<file path="src/rtl/mii_rx_pkg.sv">
package mii_rx_pkg;
    localparam int NIB_W  = 4;
    localparam int BYTE_W = 2 * NIB_W;

    typedef enum logic [1:0] {
        GATE_IDLE = 2'd0,
        GATE_RECV = 2'd1,
        GATE_SKIP = 2'd2
    } gate_st_e;
endpackage

</file>
<file path="src/rtl/mii_rx_gate.sv">
module mii_rx_gate
    import mii_rx_pkg::*;
(
    input  logic clk,
    input  logic rst_n,
    input  logic rx_dv,
    input  logic tx_active,
    output logic start_o,
    output logic nib_o,
    output logic fin_o
);
    gate_st_e st_d, st_q;

    always_comb begin
        st_d    = st_q;
        start_o = 1'b0;
        nib_o   = 1'b0;
        fin_o   = 1'b0;
        case (st_q)
            GATE_IDLE: begin
                if (rx_dv) begin
                    if (tx_active) begin
                        st_d = GATE_SKIP;
                    end else begin
                        st_d    = GATE_RECV;
                        start_o = 1'b1;
                    end
                end
            end
            GATE_RECV: begin
                if (rx_dv) begin
                    nib_o = 1'b1;
                end else begin
                    fin_o = 1'b1;
                    st_d  = GATE_IDLE;
                end
            end
            GATE_SKIP: begin
                if (!rx_dv) st_d = GATE_IDLE;
            end
            default: st_d = GATE_IDLE;
        endcase
    end

    always_ff @(posedge clk or negedge rst_n) begin
        if (!rst_n) st_q <= GATE_IDLE;
        else        st_q <= st_d;
    end
endmodule

</file>
<file path="src/rtl/mii_rx_assembler.sv">
module mii_rx_assembler
    import mii_rx_pkg::*;
#(
    parameter int LEN_W = 11
) (
    input  logic              clk,
    input  logic              rst_n,
    input  logic              start_i,
    input  logic              nib_i,
    input  logic              fin_i,
    input  logic [NIB_W-1:0]  rxd,
    input  logic              rx_er,
    output logic              out_valid,
    output logic [BYTE_W-1:0] out_data,
    output logic              out_sof,
    output logic              out_eof,
    output logic              out_err,
    output logic              out_align_err,
    output logic [LEN_W-1:0]  out_len
);
    localparam logic [LEN_W-1:0] LEN_MAX = {LEN_W{1'b1}};

    typedef struct packed {
        logic              have_lo;
        logic [NIB_W-1:0]  lo;
        logic              pend;
        logic [BYTE_W-1:0] pend_byte;
        logic              first;
        logic              err;
        logic [LEN_W-1:0]  len;
        logic              o_valid;
        logic [BYTE_W-1:0] o_data;
        logic              o_sof;
        logic              o_eof;
        logic              o_err;
        logic              o_align;
        logic [LEN_W-1:0]  o_len;
    } asm_s;

    asm_s d, q;

    function automatic logic [LEN_W-1:0] sat_inc(input logic [LEN_W-1:0] v);
        return (v == LEN_MAX) ? v : v + 1'b1;
    endfunction

    always_comb begin
        d         = q;
        d.o_valid = 1'b0;
        d.o_data  = '0;
        d.o_sof   = 1'b0;
        d.o_eof   = 1'b0;
        d.o_err   = 1'b0;
        d.o_align = 1'b0;
        d.o_len   = '0;
        if (start_i) begin
            d.have_lo = 1'b1;
            d.lo      = rxd;
            d.pend    = 1'b0;
            d.first   = 1'b1;
            d.err     = rx_er;
            d.len     = '0;
        end else if (nib_i) begin
            d.err = q.err | rx_er;
            if (!q.have_lo) begin
                d.lo      = rxd;
                d.have_lo = 1'b1;
                if (q.pend) begin
                    d.o_valid = 1'b1;
                    d.o_data  = q.pend_byte;
                    d.o_sof   = q.first;
                    d.first   = 1'b0;
                    d.pend    = 1'b0;
                    d.len     = sat_inc(q.len);
                end
            end else begin
                d.pend_byte = {rxd, q.lo};
                d.pend      = 1'b1;
                d.have_lo   = 1'b0;
            end
        end else if (fin_i) begin
            d.o_valid = 1'b1;
            d.o_data  = q.have_lo ? {{NIB_W{1'b0}}, q.lo} : q.pend_byte;
            d.o_sof   = q.first;
            d.o_eof   = 1'b1;
            d.o_err   = q.err;
            d.o_align = q.have_lo;
            d.o_len   = sat_inc(q.len);
            d.have_lo = 1'b0;
            d.pend    = 1'b0;
            d.first   = 1'b0;
            d.err     = 1'b0;
        end
    end

    always_ff @(posedge clk or negedge rst_n) begin
        if (!rst_n) q <= '0;
        else        q <= d;
    end

    assign out_valid     = q.o_valid;
    assign out_data      = q.o_data;
    assign out_sof       = q.o_sof;
    assign out_eof       = q.o_eof;
    assign out_err       = q.o_err;
    assign out_align_err = q.o_align;
    assign out_len       = q.o_len;
endmodule

</file>
<file path="src/rtl/mii_rx_framer.sv">
module mii_rx_framer #(
    parameter int LEN_W = 11
) (
    input  logic             clk,
    input  logic             rst_n,
    input  logic             tx_active,
    input  logic             rx_dv,
    input  logic             rx_er,
    input  logic [3:0]       rxd,
    output logic             out_valid,
    output logic [7:0]       out_data,
    output logic             out_sof,
    output logic             out_eof,
    output logic             out_err,
    output logic             out_align_err,
    output logic [LEN_W-1:0] out_len
);
    logic start_w, nib_w, fin_w;

    mii_rx_gate u_gate (
        .clk       (clk),
        .rst_n     (rst_n),
        .rx_dv     (rx_dv),
        .tx_active (tx_active),
        .start_o   (start_w),
        .nib_o     (nib_w),
        .fin_o     (fin_w)
    );

    mii_rx_assembler #(.LEN_W(LEN_W)) u_asm (
        .clk           (clk),
        .rst_n         (rst_n),
        .start_i       (start_w),
        .nib_i         (nib_w),
        .fin_i         (fin_w),
        .rxd           (rxd),
        .rx_er         (rx_er),
        .out_valid     (out_valid),
        .out_data      (out_data),
        .out_sof       (out_sof),
        .out_eof       (out_eof),
        .out_err       (out_err),
        .out_align_err (out_align_err),
        .out_len       (out_len)
    );
endmodule

</file>
<file path="config.mk">
export PLATFORM = sky130hd
export DESIGN_NAME = mii_rx_framer
export DESIGN_NICKNAME = d
export VERILOG_FILES = /design/src/rtl/mii_rx_pkg.sv /design/src/rtl/mii_rx_gate.sv /design/src/rtl/mii_rx_assembler.sv /design/src/rtl/mii_rx_framer.sv
export SDC_FILE = /design/constraint.sdc
export NUM_CORES = 1
export LEC_CHECK = 0
export ABC_AREA = 0
export CORE_MARGIN = 5
export CORE_UTILIZATION = 56
export CTS_BUF_LIST = sky130_fd_sc_hd__clkbuf_4 sky130_fd_sc_hd__clkbuf_8 sky130_fd_sc_hd__clkbuf_16
export DETAILED_ROUTE_END_ITERATION = 10
export PLACE_DENSITY = 0.81
export SYNTH_ARGS = -nofsm -noshare
export SYNTH_HDL_FRONTEND = slang
export SYNTH_SLANG_ARGS = --single-unit
</file>
<file path="constraint.sdc">
create_clock -name clk -period 2.9 [get_ports clk]
set_input_delay 0.58 -clock clk [delete_from_list [all_inputs] [get_ports clk]]
set_output_delay 0.58 -clock clk [all_outputs]
set_load 0.03 [all_outputs]
</file>
==> metrics.txt, run 1 <==
# TYPE chip_impl_metric gauge
chip_impl_info{name="synthMostInstantiatedCell",value="sky130_fd_sc_hd__dfrtp_1"} 1
chip_impl_metric{name="finalCritPeriodShare",unit="%"} 76.3
chip_impl_metric{name="power_density",unit="nW/µm²"} 696
chip_impl_metric{name="placedInstanceArea",unit="µm²"} 2780
chip_impl_info{name="yosysTopAreaCell",value="sky130_fd_sc_hd__dfrtp_1"} 1
chip_impl_metric{name="critical_path_peak_fanout",unit=""} 14
chip_impl_metric{name="post_synth_net_total",unit=""} 246
chip_impl_metric{name="layout.cells.non_filler",unit=""} 302
chip_impl_metric{name="die_area",unit="µm²"} 6020
chip_impl_info{name="unrepaired_setup_endpoints_after_global_routing",value="false"} 1
chip_impl_metric{name="post-route-min-period",unit="ps"} 2210
chip_impl_metric{name="cts-buffers-inserted",unit=""} 5
chip_impl_metric{name="multiInputGateArea",unit="µm²"} 1030
chip_impl_metric{name="clock_group_share_of_total_power",unit="%"} 22.0
chip_impl_info{name="crit_path_start",value="u_asm.q[24]"} 1
chip_impl_metric{name="number_of_antenna_violations_at_the_first_check_in_global_routing",unit=""} 0
chip_impl_metric{name="route.detailed.wl_per_inst",unit="µm"} 16.6
chip_impl_metric{name="cts.reportedPaths.clkPinSlew",unit="ps"} 100
chip_impl_metric{name="antenna-diode-count",unit=""} 0
chip_impl_metric{name="clock_skew",unit="ps"} 3.60
chip_impl_metric{name="antenna_left",unit=""} 0
chip_impl_metric{name="yosys_warnings",unit=""} 0
chip_impl_metric{name="vias",unit=""} 1800
chip_impl_metric{name="setup_violations",unit=""} 0
chip_impl_metric{name="static-leakage-power",unit="µW"} 0.00125
chip_impl_metric{name="synth.avg_cell_area",unit="µm²"} 11.0
chip_impl_info{name="synth_common_cells",value="sky130_fd_sc_hd__dfrtp_1, sky130_fd_sc_hd__buf_4, sky130_fd_sc_hd__nand2_1"} 1
chip_impl_info{name="worst_setup_path_start_kind",value="flop"} 1
chip_impl_metric{name="synthArstFlopShare",unit="%"} 100
chip_impl_metric{name="crit_arrival",unit="ps"} 2410
chip_impl_info{name="ys_dominant_reg_cell",value="sky130_fd_sc_hd__dfrtp_1"} 1
chip_impl_metric{name="clock_sink_count",unit=""} 53
chip_impl_metric{name="post_cts.repair.setup_buffers",unit=""} 0
chip_impl_metric{name="post-synth-top-area-fraction",unit="%"} 51.8
chip_impl_info{name="tritoncts",value="yes"} 1
chip_impl_metric{name="route.detailed.drc",unit=""} 0
chip_impl_metric{name="grt_first_pass_wirelength",unit="µm"} 8560
chip_impl_metric{name="cts-resized-gates",unit=""} 0
chip_impl_metric{name="synth_seq_cells",unit=""} 53
chip_impl_metric{name="finalHoldViolCount",unit=""} 0
chip_impl_metric{name="initialDrtViolationCount",unit=""} 203
chip_impl_metric{name="number_of_flops_mapped_to_enable_cells_by_yosys",unit=""} 0
chip_impl_metric{name="netlist_area",unit="µm²"} 2560
chip_impl_metric{name="vdd_drop_max",unit="µV"} 471
chip_impl_info{name="source_of_the_worst_register_to_register_timing_path",value="u_asm.q[24]"} 1
chip_impl_metric{name="final_area",unit="µm²"} 2880
chip_impl_metric{name="core-area",unit="µm²"} 4380
chip_impl_info{name="min-delay-path-class",value="in -> async"} 1
chip_impl_metric{name="detail_route.wirelength",unit="µm"} 5030
chip_impl_metric{name="worst_skew_pair.late_latency",unit="ps"} 300
chip_impl_metric{name="synth.yosys.seq_area_share",unit="%"} 51.8
chip_impl_metric{name="first_global_vias",unit=""} 1746
chip_impl_metric{name="rows",unit=""} 24
chip_impl_info{name="criticalPathCategory",value="reg -> reg"} 1
chip_impl_metric{name="required",unit="ps"} 3100
chip_impl_metric{name="worst_case_headroom_to_the_max_slew_limit",unit="%"} 56.5
chip_impl_metric{name="dpl.hpwl",unit="µm"} 3430
chip_impl_metric{name="design.final.nets",unit=""} 262
chip_impl_info{name="cell_types_with_the_largest_area_share_after_synthesis",value="sky130_fd_sc_hd__dfrtp_1, sky130_fd_sc_hd__mux2_2, sky130_fd_sc_hd__buf_4, sky130_fd_sc_hd__o21ai_0, sky130_fd_sc_hd__nand2_1"} 1
chip_impl_metric{name="groute.usage.overall",unit="%"} 17.5
chip_impl_info{name="endpoint_kind_of_the_worst_setup_timing_path",value="flop"} 1
chip_impl_metric{name="timing.max_cap.violations",unit=""} 0
chip_impl_metric{name="gr-total-overflow",unit=""} 0
chip_impl_metric{name="switching_share_of_power",unit="%"} 33.7
chip_impl_metric{name="drive_above_1_share",unit="%"} 16.4
chip_impl_metric{name="floorplan.die.height",unit="µm"} 77.6
chip_impl_metric{name="number_of_buffers_on_the_longest_clock_path",unit=""} 2
chip_impl_metric{name="worst_pin_slew",unit="ps"} 650
chip_impl_metric{name="start_util",unit="%"} 58.4
chip_impl_metric{name="core_util_final",unit="%"} 65.7
chip_impl_metric{name="num_io_pins",unit=""} 33
chip_impl_metric{name="area.growth.synth_to_final",unit="%"} 12.5
chip_impl_metric{name="die_w",unit="µm"} 77.6
chip_impl_metric{name="drt_pre_antenna_iters",unit=""} 4
chip_impl_metric{name="cellInternalPower",unit="µW"} 1330
chip_impl_metric{name="share_seq_of_total_power",unit="%"} 49.0
chip_impl_metric{name="placedCellCount",unit=""} 294
chip_impl_metric{name="seq_area",unit="µm²"} 1330
chip_impl_metric{name="fillers",unit=""} 334
chip_impl_info{name="status",value="complete, no violations"} 1
chip_impl_metric{name="netlist_instances",unit=""} 233
chip_impl_metric{name="fmaxAchievable",unit="MHz"} 452
chip_impl_metric{name="number_of_distinct_library_cells_after_synthesis",unit=""} 49
chip_impl_metric{name="power.net_switching",unit="µW"} 675
chip_impl_metric{name="htreeDepth",unit=""} 2
chip_impl_metric{name="detail_route.vias_per_cell",unit=""} 5.96
chip_impl_metric{name="grt_max_degree",unit=""} 36
chip_impl_metric{name="slew_violations",unit=""} 0
chip_impl_metric{name="comb_power_share",unit="%"} 29.0
chip_impl_info{name="clockRootBuffer",value="sky130_fd_sc_hd__clkbuf_8"} 1
chip_impl_metric{name="worst_r2r_path_depth",unit=""} 5
chip_impl_metric{name="finalWeightedCongestion",unit=""} 0.893
chip_impl_metric{name="port-buffer-count",unit=""} 32
chip_impl_metric{name="hold_buffers",unit=""} 0
chip_impl_metric{name="totalNegativeSetupSlack",unit="ps"} 0
## path summary, 6_finish.rpt
kind / slack, ps / endpoint
worst min-delay path: 210 / u_gate.st_q[0]
max in group asynchronous: 1890 / u_asm.q[35]
worst min register to register: 480 / u_asm.out_data[5]
worst max-delay path: 690 / u_asm.q[33]
worst max register to register: 690 / u_asm.q[33]
min in group clk: 480 / u_asm.out_data[5]
## stage by stage
step | worst slack [ps] | hold slack (ps) | power [µW]
after detailed placement | 409 | 458 | 1570
after CTS | 710 | 227 | 2020
final | 687 | 214 | 2010
after global placement | 509 | 458 | 1540
after global routing | 525 | 234 | 2130
after floorplan | 994 | 284 | 1400
## cell families (layout without fill, tap and decap cells)
| group | after synthesis | after routing | share of synthesized area, % |
|---|---|---|---|
| flops | 53 | 53 | 51.8 |
| simple gates | 69 | 69 | 15.1 |
| xor+xnor | 2 | 2 | 0.684 |
| mux | 16 | 16 | 6.89 |
| fa+ha+maj | 4 | 4 | 1.96 |
| buf+inv | 33 | 50 | 8.11 |
| compound gates | 56 | 56 | 15.4 |
## cells in the final DEF, fill, tap and decap left out, types with 4 or more instances in the layout
master and instances:
sky130_fd_sc_hd__dfrtp_1 53, sky130_fd_sc_hd__clkdlybuf4s50_1 31, sky130_fd_sc_hd__nand2_1 18, sky130_fd_sc_hd__o21ai_0 15, sky130_fd_sc_hd__mux2_2 13, sky130_fd_sc_hd__nor2_1 12
sky130_fd_sc_hd__a21oi_1 11, sky130_fd_sc_hd__a31oi_1 10, sky130_fd_sc_hd__and2_1 8, sky130_fd_sc_hd__inv_1 7, sky130_fd_sc_hd__clkbuf_8 5, sky130_fd_sc_hd__o221a_2 4
sky130_fd_sc_hd__nand3_1 4, sky130_fd_sc_hd__ha_1 4
## final cells by class
cell class | instances | share of cell area (%)
flip-flops and latches | 53 | 46.1
multi-input cells | 147 | 35.6
repair buffers | 35 | 11.7
clock buffers | 5 | 2.39
well taps | 52 | 2.26
clock inverters | 3 | 1.00
inverters | 7 | 0.913
## state kept, by name, summed over array words and instances, names as in the netlist
signal	cells
u_asm.out_align_err	1
u_gate.st_q	2
u_asm.out_len	11
u_asm.q	27
u_asm.out_err	1
u_asm.out_sof	1
u_asm.out_valid	1
u_asm.out_data	8
u_asm.out_eof	1
## power groups by stage
stage	Clock, µW	Sequential, µW	Combinational, µW
final	442	982	581
after global routing	489	1000	636
after CTS	454	981	582
after detailed placement	0	994	574
after global placement	0	986	554
after floorplan	0	996	406
## critical path, cell delays in order, from the launching register on
cell and delay (ps):
sky130_fd_sc_hd__dfrtp_1 440, sky130_fd_sc_hd__ha_1 350, sky130_fd_sc_hd__nand3_2 200, sky130_fd_sc_hd__o41ai_4 690, sky130_fd_sc_hd__nor3_1 90, sky130_fd_sc_hd__a221o_1 340
## routing by layer
metal  GRT usage [%]  wire [µm]  vias up
met2            26.2       2360       59
met4            5.84         77        0
met5               0          0        -
met3            4.05        271        8
met1            25.2       2310      880
li1                -          -      853
Note: power is estimated with default switching activity, not from simulation.
==> inputs of run 2 (changes only) <==
Settings changed: CORE_UTILIZATION 56 to 49, PLACE_DENSITY 0.81 to 0.75.
Clock period 2.9 ns to 1.8 ns, I/O delays scaled along.
==> run 2 against run 1 <==
Count of clock-buffer cells in the layout is the same. Sequential power grew 61%. Highest routed layer unchanged. Combinational power grew 96%. Largest cell class unchanged. Sequential share of layout area shrank 4.3 points. Non-clock buffer count grew 29.
==> metrics.txt, run 2 (synthesized netlist as in run 1, its figures left out) <==
# TYPE chip_impl_metric gauge
chip_impl_metric{name="worst_path_largest_cell_delay",unit="ps"} 450
chip_impl_metric{name="hold_buffers",unit=""} 0
chip_impl_metric{name="setup_violations",unit=""} 0
chip_impl_metric{name="vias",unit=""} 1907
chip_impl_metric{name="design.final.nets",unit=""} 291
chip_impl_metric{name="critical_path_peak_fanout",unit=""} 5
chip_impl_metric{name="power_density",unit="nW/µm²"} 1050
chip_impl_info{name="unrepaired_setup_endpoints_after_global_routing",value="false"} 1
chip_impl_metric{name="crit_buf_inv",unit=""} 1
chip_impl_metric{name="port-buffer-count",unit=""} 32
chip_impl_metric{name="htreeDepth",unit=""} 2
chip_impl_metric{name="detailroute.wirelength.met3",unit="µm"} 289
chip_impl_metric{name="antenna_left",unit=""} 0
chip_impl_info{name="layout_commonest_cell",value="sky130_fd_sc_hd__dfrtp_1"} 1
chip_impl_info{name="endpoint_kind_of_the_worst_setup_timing_path",value="flop"} 1
chip_impl_info{name="min-delay-path-class",value="in -> async"} 1
chip_impl_metric{name="num_io_pins",unit=""} 33
chip_impl_info{name="criticalPathCategory",value="reg -> reg"} 1
chip_impl_metric{name="clock_sink_count",unit=""} 53
chip_impl_metric{name="floorplan.die.height",unit="µm"} 82.3
chip_impl_metric{name="static-leakage-power",unit="µW"} 0.00139
chip_impl_metric{name="die_w",unit="µm"} 82.3
chip_impl_info{name="clockRootBuffer",value="sky130_fd_sc_hd__clkbuf_8"} 1
chip_impl_metric{name="drt_pre_antenna_iters",unit=""} 5
chip_impl_metric{name="worst_case_headroom_to_the_max_slew_limit",unit="%"} 75.7
chip_impl_metric{name="slew_violations",unit=""} 0
chip_impl_info{name="layout_common_cells",value="sky130_fd_sc_hd__dfrtp_1, sky130_fd_sc_hd__clkdlybuf4s50_1, sky130_fd_sc_hd__buf_4"} 1
chip_impl_metric{name="post-route-min-period",unit="ps"} 1730
chip_impl_metric{name="vdd_drop_max",unit="µV"} 800
chip_impl_metric{name="crit_arrival",unit="ps"} 1920
chip_impl_metric{name="die_area",unit="µm²"} 6770
chip_impl_metric{name="worst_pin_slew",unit="ps"} 363
chip_impl_metric{name="finalCritPeriodShare",unit="%"} 96.3
chip_impl_info{name="slowest_stage",value="sky130_fd_sc_hd__dfrtp_2"} 1
chip_impl_metric{name="cts-buffers-inserted",unit=""} 5
chip_impl_info{name="tritoncts",value="yes"} 1
chip_impl_metric{name="final_area",unit="µm²"} 3180
chip_impl_info{name="timing.critical_path.max_delay_family",value="compound AO/OA/AOI/OAI gates"} 1
chip_impl_metric{name="detail_route.wirelength",unit="µm"} 5090
chip_impl_metric{name="antenna-diode-count",unit=""} 0
chip_impl_metric{name="start_util",unit="%"} 50.1
chip_impl_metric{name="first_global_vias",unit=""} 1851
chip_impl_info{name="max_flop_register",value="u_asm.q"} 1
chip_impl_metric{name="groute.usage.overall",unit="%"} 16.9
chip_impl_metric{name="number_of_flip_flops_in_the_largest_register",unit=""} 27
chip_impl_metric{name="worst_skew_pair.late_latency",unit="ps"} 300
chip_impl_info{name="worst_setup_path_start_kind",value="flop"} 1
chip_impl_metric{name="placedInstanceArea",unit="µm²"} 3030
chip_impl_metric{name="timing.max_cap.violations",unit=""} 0
chip_impl_metric{name="rows",unit=""} 26
chip_impl_metric{name="grt_first_pass_wirelength",unit="µm"} 8730
chip_impl_metric{name="route.detailed.drc",unit=""} 0
chip_impl_metric{name="core-area",unit="µm²"} 5110
chip_impl_metric{name="required",unit="ps"} 1990
chip_impl_metric{name="cts.reportedPaths.clkPinSlew",unit="ps"} 90
chip_impl_metric{name="area.growth.synth_to_final",unit="%"} 24.2
chip_impl_metric{name="finalHoldViolCount",unit=""} 0
chip_impl_info{name="timing.critical_path.cells",value="ha_4 -> nand3_2 -> o41ai_4 -> buf_4 -> o311a_2 -> a221o_1"} 1
chip_impl_info{name="status",value="complete, no violations"} 1
chip_impl_info{name="maxUsedRoutingLayer",value="met4"} 1
chip_impl_metric{name="detail_route.vias_per_cell",unit=""} 5.46
chip_impl_metric{name="route.detailed.wl_per_inst",unit="µm"} 14.6
chip_impl_metric{name="grt_max_degree",unit=""} 54
chip_impl_metric{name="detail_route.wirelength.met1",unit="µm"} 2280
chip_impl_metric{name="routed-wl-met2",unit="µm"} 2440
chip_impl_metric{name="number_of_buffers_on_the_longest_clock_path",unit=""} 2
chip_impl_metric{name="dpl.hpwl",unit="µm"} 3650
chip_impl_metric{name="fmaxAchievable",unit="MHz"} 577
chip_impl_metric{name="gr-total-overflow",unit=""} 0
chip_impl_metric{name="finalWeightedCongestion",unit=""} 0.894
chip_impl_metric{name="drive_above_1_share",unit="%"} 27.6
chip_impl_metric{name="number_of_antenna_violations_at_the_first_check_in_global_routing",unit=""} 0
chip_impl_metric{name="initialDrtViolationCount",unit=""} 159
chip_impl_metric{name="clock_skew",unit="ps"} 3.21
chip_impl_metric{name="core_util_final",unit="%"} 62.3
-- run 2: cell count changes in the layout (fill, tap and decap cells not counted), sizes merged --
cell,before,now
inv,9,7
clkinvlp,0,1
buf,4,33
clkinv,1,2
-- run 2: path summary, 6_finish.rpt --
path,from,endpoint,slack [ps],cells after the start
max,u_asm.q[25],u_asm.q[33],70,6
min,rst_n,u_asm.q[43],30,2
max reg2reg,u_asm.q[25],u_asm.q[33],70,6
min reg2reg,u_asm.q[42],u_asm.out_data[5],490,1
max in group asynchronous,rst_n,u_asm.q[25],1520,2
min in group clk,u_asm.q[42],u_asm.out_data[5],490,1
-- run 2: per-stage QoR --
| step | hold slack, ps | cells | TNS [ps] | power [µW] | worst slack (ps) |
|---|---|---|---|---|---|
| final | 27.6 | 349 | 0 | 3350 | 66.8 |
| after global routing | 48.9 | 349 | 0 | 3590 | 9.86 |
| after CTS | 41.5 | 346 | 0 | 3300 | 2.36 |
| after detailed placement | 373 | 338 | -2350 | 2650 | -163 |
| after global placement | 372 | 338 | -1670 | 2610 | -119 |
| after floorplan | 64.4 | 233 | -17.1 | 2270 | -17.1 |
-- run 2: worst register-to-register path, cell delays in order (launching register included) --
cell and delay (ps):
sky130_fd_sc_hd__dfrtp_2 450, sky130_fd_sc_hd__ha_4 190, sky130_fd_sc_hd__nand3_2 110, sky130_fd_sc_hd__o41ai_4 110, sky130_fd_sc_hd__buf_4 160, sky130_fd_sc_hd__o311a_2 340, sky130_fd_sc_hd__a221o_1 260
-- run 2: layout make-up --
| type | count | area [µm²] |
|---|---|---|
| inverters | 7 | 26.3 |
| clock inverters | 3 | 17.5 |
| well taps | 70 | 87.6 |
| fillers | 449 | 1930 |
| clock buffers | 5 | 68.8 |
| repair buffers | 64 | 581 |
| multi-input cells | 147 | 1070 |
| flip-flops and latches | 53 | 1330 |
-- run 2: metal layers --
| metal | up-vias | global-route usage [%] |
|---|---|---|
| li1 | 911 | - |
| met1 | 932 | 23.4 |
| met2 | 57 | 26.8 |
| met3 | 7 | 2.60 |
| met4 | 0 | 6.48 |
| met5 | - | 0 |
-- run 2: where the power goes --
group	switching (µW)	leakage, µW	internal, µW	total, µW
Clock	369	0.0000439	269	638
Combinational	562	0.000639	575	1140
Sequential	143	0.000704	1440	1580
Total	1070	0.00139	2280	3350
-- run 2: what timing repair did --
action / in CTS / in global routing
endpoints found under the setup margin: 5 / 21
pin swaps: 1 / 2
gates resized for setup: 2 / 8
buffers inserted: 0 / 3
==> inputs of run 3 (changes only) <==
Settings changed: CORE_UTILIZATION 49 to 30, PLACE_DENSITY 0.75 to not set, SKIP_LAST_GASP set to 1.
==> run 3 against run 2 <==
Fmax up 2.1%. Clock skew up 4.0 ps. Die area up 55%. Largest power group unchanged. Clock power up 11%. Sequential power about the same. Combinational power about the same. Final area up 4.1%. Worst hold slack better by 1.5 ps. Count of clock-buffer cells in the layout up 1. Critical path type unchanged.
==> metrics.txt, run 3 (synthesized netlist as in run 1, its figures left out) <==
# TYPE chip_impl_metric gauge
chip_impl_metric{name="detail_route.wirelength",unit="µm"} 5380
chip_impl_info{name="source_of_the_worst_register_to_register_timing_path",value="u_asm.q[25]"} 1
chip_impl_metric{name="slew_violations",unit=""} 0
chip_impl_metric{name="grt_first_pass_wirelength",unit="µm"} 9380
chip_impl_info{name="unrepaired_setup_endpoints_after_global_routing",value="true"} 1
chip_impl_metric{name="clock_skew",unit="ps"} 7.16
chip_impl_metric{name="floorplan.die.height",unit="µm"} 102
chip_impl_info{name="worst_setup_path_start_kind",value="flop"} 1
chip_impl_metric{name="area.growth.synth_to_final",unit="%"} 29.3
chip_impl_metric{name="ff2ff_setup_slack",unit="ps"} 100
chip_impl_metric{name="worst_skew_pair.late_latency",unit="ps"} 300
chip_impl_metric{name="initialDrtViolationCount",unit=""} 50
chip_impl_metric{name="timing.max_cap.violations",unit=""} 0
chip_impl_info{name="status",value="complete, no violations"} 1
chip_impl_metric{name="crit_arrival",unit="ps"} 1890
chip_impl_metric{name="number_of_flip_flops_in_the_largest_register",unit=""} 27
chip_impl_metric{name="fillers",unit=""} 810
chip_impl_metric{name="post-route-min-period",unit="ps"} 1700
chip_impl_metric{name="layout.cells.non_filler",unit=""} 393
chip_impl_metric{name="rows",unit=""} 33
chip_impl_info{name="max_flop_register",value="u_asm.q"} 1
chip_impl_metric{name="antenna-diode-count",unit=""} 0
chip_impl_metric{name="number_of_buffers_on_the_longest_clock_path",unit=""} 2
chip_impl_metric{name="required",unit="ps"} 2000
chip_impl_metric{name="route.detailed.drc",unit=""} 0
chip_impl_metric{name="gr-total-overflow",unit=""} 0
chip_impl_info{name="layout_common_cells",value="sky130_fd_sc_hd__dfrtp_1, sky130_fd_sc_hd__buf_4, sky130_fd_sc_hd__clkdlybuf4s50_1"} 1
chip_impl_metric{name="critical_path_peak_fanout",unit=""} 7
chip_impl_metric{name="groute.usage.overall",unit="%"} 11.4
chip_impl_info{name="min-delay-path-class",value="in -> async"} 1
chip_impl_metric{name="drive_above_1_share",unit="%"} 30.6
chip_impl_metric{name="cts.reportedPaths.clkPinSlew",unit="ps"} 100
chip_impl_metric{name="hold_ws",unit="ps"} 29.1
chip_impl_metric{name="finalCritPeriodShare",unit="%"} 94.3
chip_impl_metric{name="htreeDepth",unit=""} 2
chip_impl_metric{name="power_density",unit="nW/µm²"} 1030
chip_impl_metric{name="finalWeightedCongestion",unit=""} 0.855
chip_impl_metric{name="grt_max_degree",unit=""} 54
chip_impl_metric{name="setup_violations",unit=""} 0
chip_impl_metric{name="drt_pre_antenna_iters",unit=""} 4
chip_impl_info{name="tritoncts",value="yes"} 1
chip_impl_metric{name="worst_case_headroom_to_the_max_slew_limit",unit="%"} 72.5
chip_impl_metric{name="vdd_drop_max",unit="µV"} 434
chip_impl_metric{name="hold_buffers",unit=""} 0
chip_impl_info{name="crit_path_start",value="u_asm.q[25]"} 1
chip_impl_metric{name="die_area",unit="µm²"} 10500
chip_impl_metric{name="core-area",unit="µm²"} 8260
chip_impl_metric{name="design.final.nets",unit=""} 300
chip_impl_metric{name="number_of_antenna_violations_at_the_first_check_in_global_routing",unit=""} 0
chip_impl_metric{name="num_io_pins",unit=""} 33
chip_impl_info{name="clockRootBuffer",value="sky130_fd_sc_hd__clkbuf_8"} 1
chip_impl_info{name="crit_path_end",value="u_asm.q[24]"} 1
chip_impl_metric{name="port-buffer-count",unit=""} 32
chip_impl_metric{name="placedCellCount",unit=""} 383
chip_impl_metric{name="dpl.hpwl",unit="µm"} 3960
chip_impl_metric{name="finalHoldViolCount",unit=""} 0
chip_impl_metric{name="detail_route.vias_per_cell",unit=""} 4.74
chip_impl_metric{name="antenna_left",unit=""} 0
chip_impl_metric{name="static-leakage-power",unit="µW"} 0.00144
chip_impl_info{name="criticalPathCategory",value="reg -> reg"} 1
chip_impl_metric{name="worst_pin_slew",unit="ps"} 411
chip_impl_metric{name="die_w",unit="µm"} 102
chip_impl_metric{name="route.detailed.wl_per_inst",unit="µm"} 13.7
chip_impl_info{name="layout_commonest_cell",value="sky130_fd_sc_hd__dfrtp_1"} 1
chip_impl_metric{name="first_global_vias",unit=""} 1850
chip_impl_metric{name="start_util",unit="%"} 31.0
chip_impl_metric{name="worst_r2r_path_depth",unit=""} 6
chip_impl_metric{name="cts-buffers-inserted",unit=""} 5
chip_impl_metric{name="clock_sink_count",unit=""} 53
chip_impl_info{name="reg2reg_to",value="u_asm.q[24]"} 1
chip_impl_metric{name="vias",unit=""} 1862
chip_impl_metric{name="fmaxAchievable",unit="MHz"} 589
chip_impl_info{name="endpoint_kind_of_the_worst_setup_timing_path",value="flop"} 1
-- run 3: changes by cell type in the layout (fill, tap and decap cells not counted), sizes merged --
cell / previous run / this run
buf: 33 / 42
clkbuf: 5 / 6
clkinvlp: 1 / 0
-- run 3: what timing repair did --
item                       in CTS  in global routing
resized for setup               0                 14
setup endpoints to repair       0                 25
buffers inserted                0                  2
-- run 3: worst max-delay path, cell delays in order, from the launching register on --
cell and delay, ps:
sky130_fd_sc_hd__dfrtp_1 400, sky130_fd_sc_hd__ha_4 170, sky130_fd_sc_hd__buf_4 100, sky130_fd_sc_hd__and3_2 200
sky130_fd_sc_hd__nand4_2 210, sky130_fd_sc_hd__and2_1 230, sky130_fd_sc_hd__mux2_2 260
-- run 3: power by group --
group	total [µW]	leakage, µW	internal [µW]	switching (µW)
Clock	705	0.0000512	313	392
Sequential	1580	0.000704	1440	143
Combinational	1130	0.000689	567	564
-- run 3: area by class of cell --
| type | instances | area (µm²) | share of cell area [%] |
|---|---|---|---|
| clock buffer | 6 | 82.6 | 2.49 |
| sequential | 53 | 1330 | 40.1 |
| inverter | 7 | 26.3 | 0.794 |
| timing repair buffer | 73 | 652 | 19.7 |
| clock inverter | 2 | 13.8 | 0.416 |
| multi-input combinational | 147 | 1080 | 32.5 |
| tap | 105 | 131 | 3.97 |
-- run 3: worst min path at each step --
stage | start | end | slack (ps) | cells past startpoint
floorplan | rst_n | u_asm.out_align_err | 60 | 0
global placement | rst_n | u_asm.out_data[6] | 370 | 2
detailed placement | rst_n | u_asm.out_data[6] | 380 | 2
CTS | rst_n | u_asm.out_data[6] | 40 | 2
global route | rst_n | u_asm.out_data[6] | 40 | 2
finish | rst_n | u_asm.q[37] | 30 | 2
-- run 3: per-stage QoR --
stage          utilization (%)  setup TNS, ps  total power, µW  setup WS, ps  cell area (µm²)
2_1_floorplan                -          -17.1             2270         -17.1             2570
3_3_place_gp              38.2          -2840             2640          -138             3150
3_5_place_dp              38.2          -4120             2670          -174             3150
4_1_cts                   39.3              0             3390          2.69             3250
5_1_grt                   40.1          -1.65             3650         -1.65             3310
6_report                  40.1              0             3420           102             3310
-- run 3: per-layer routing --
layer  GRT usage [%]  routed length [µm]  up-vias
met5               0                   0        -
met1            16.0                2590      901
li1                -                   -      928
met2            17.2                2470       27
met3            2.39                 222        6
met4            4.54                  97        0
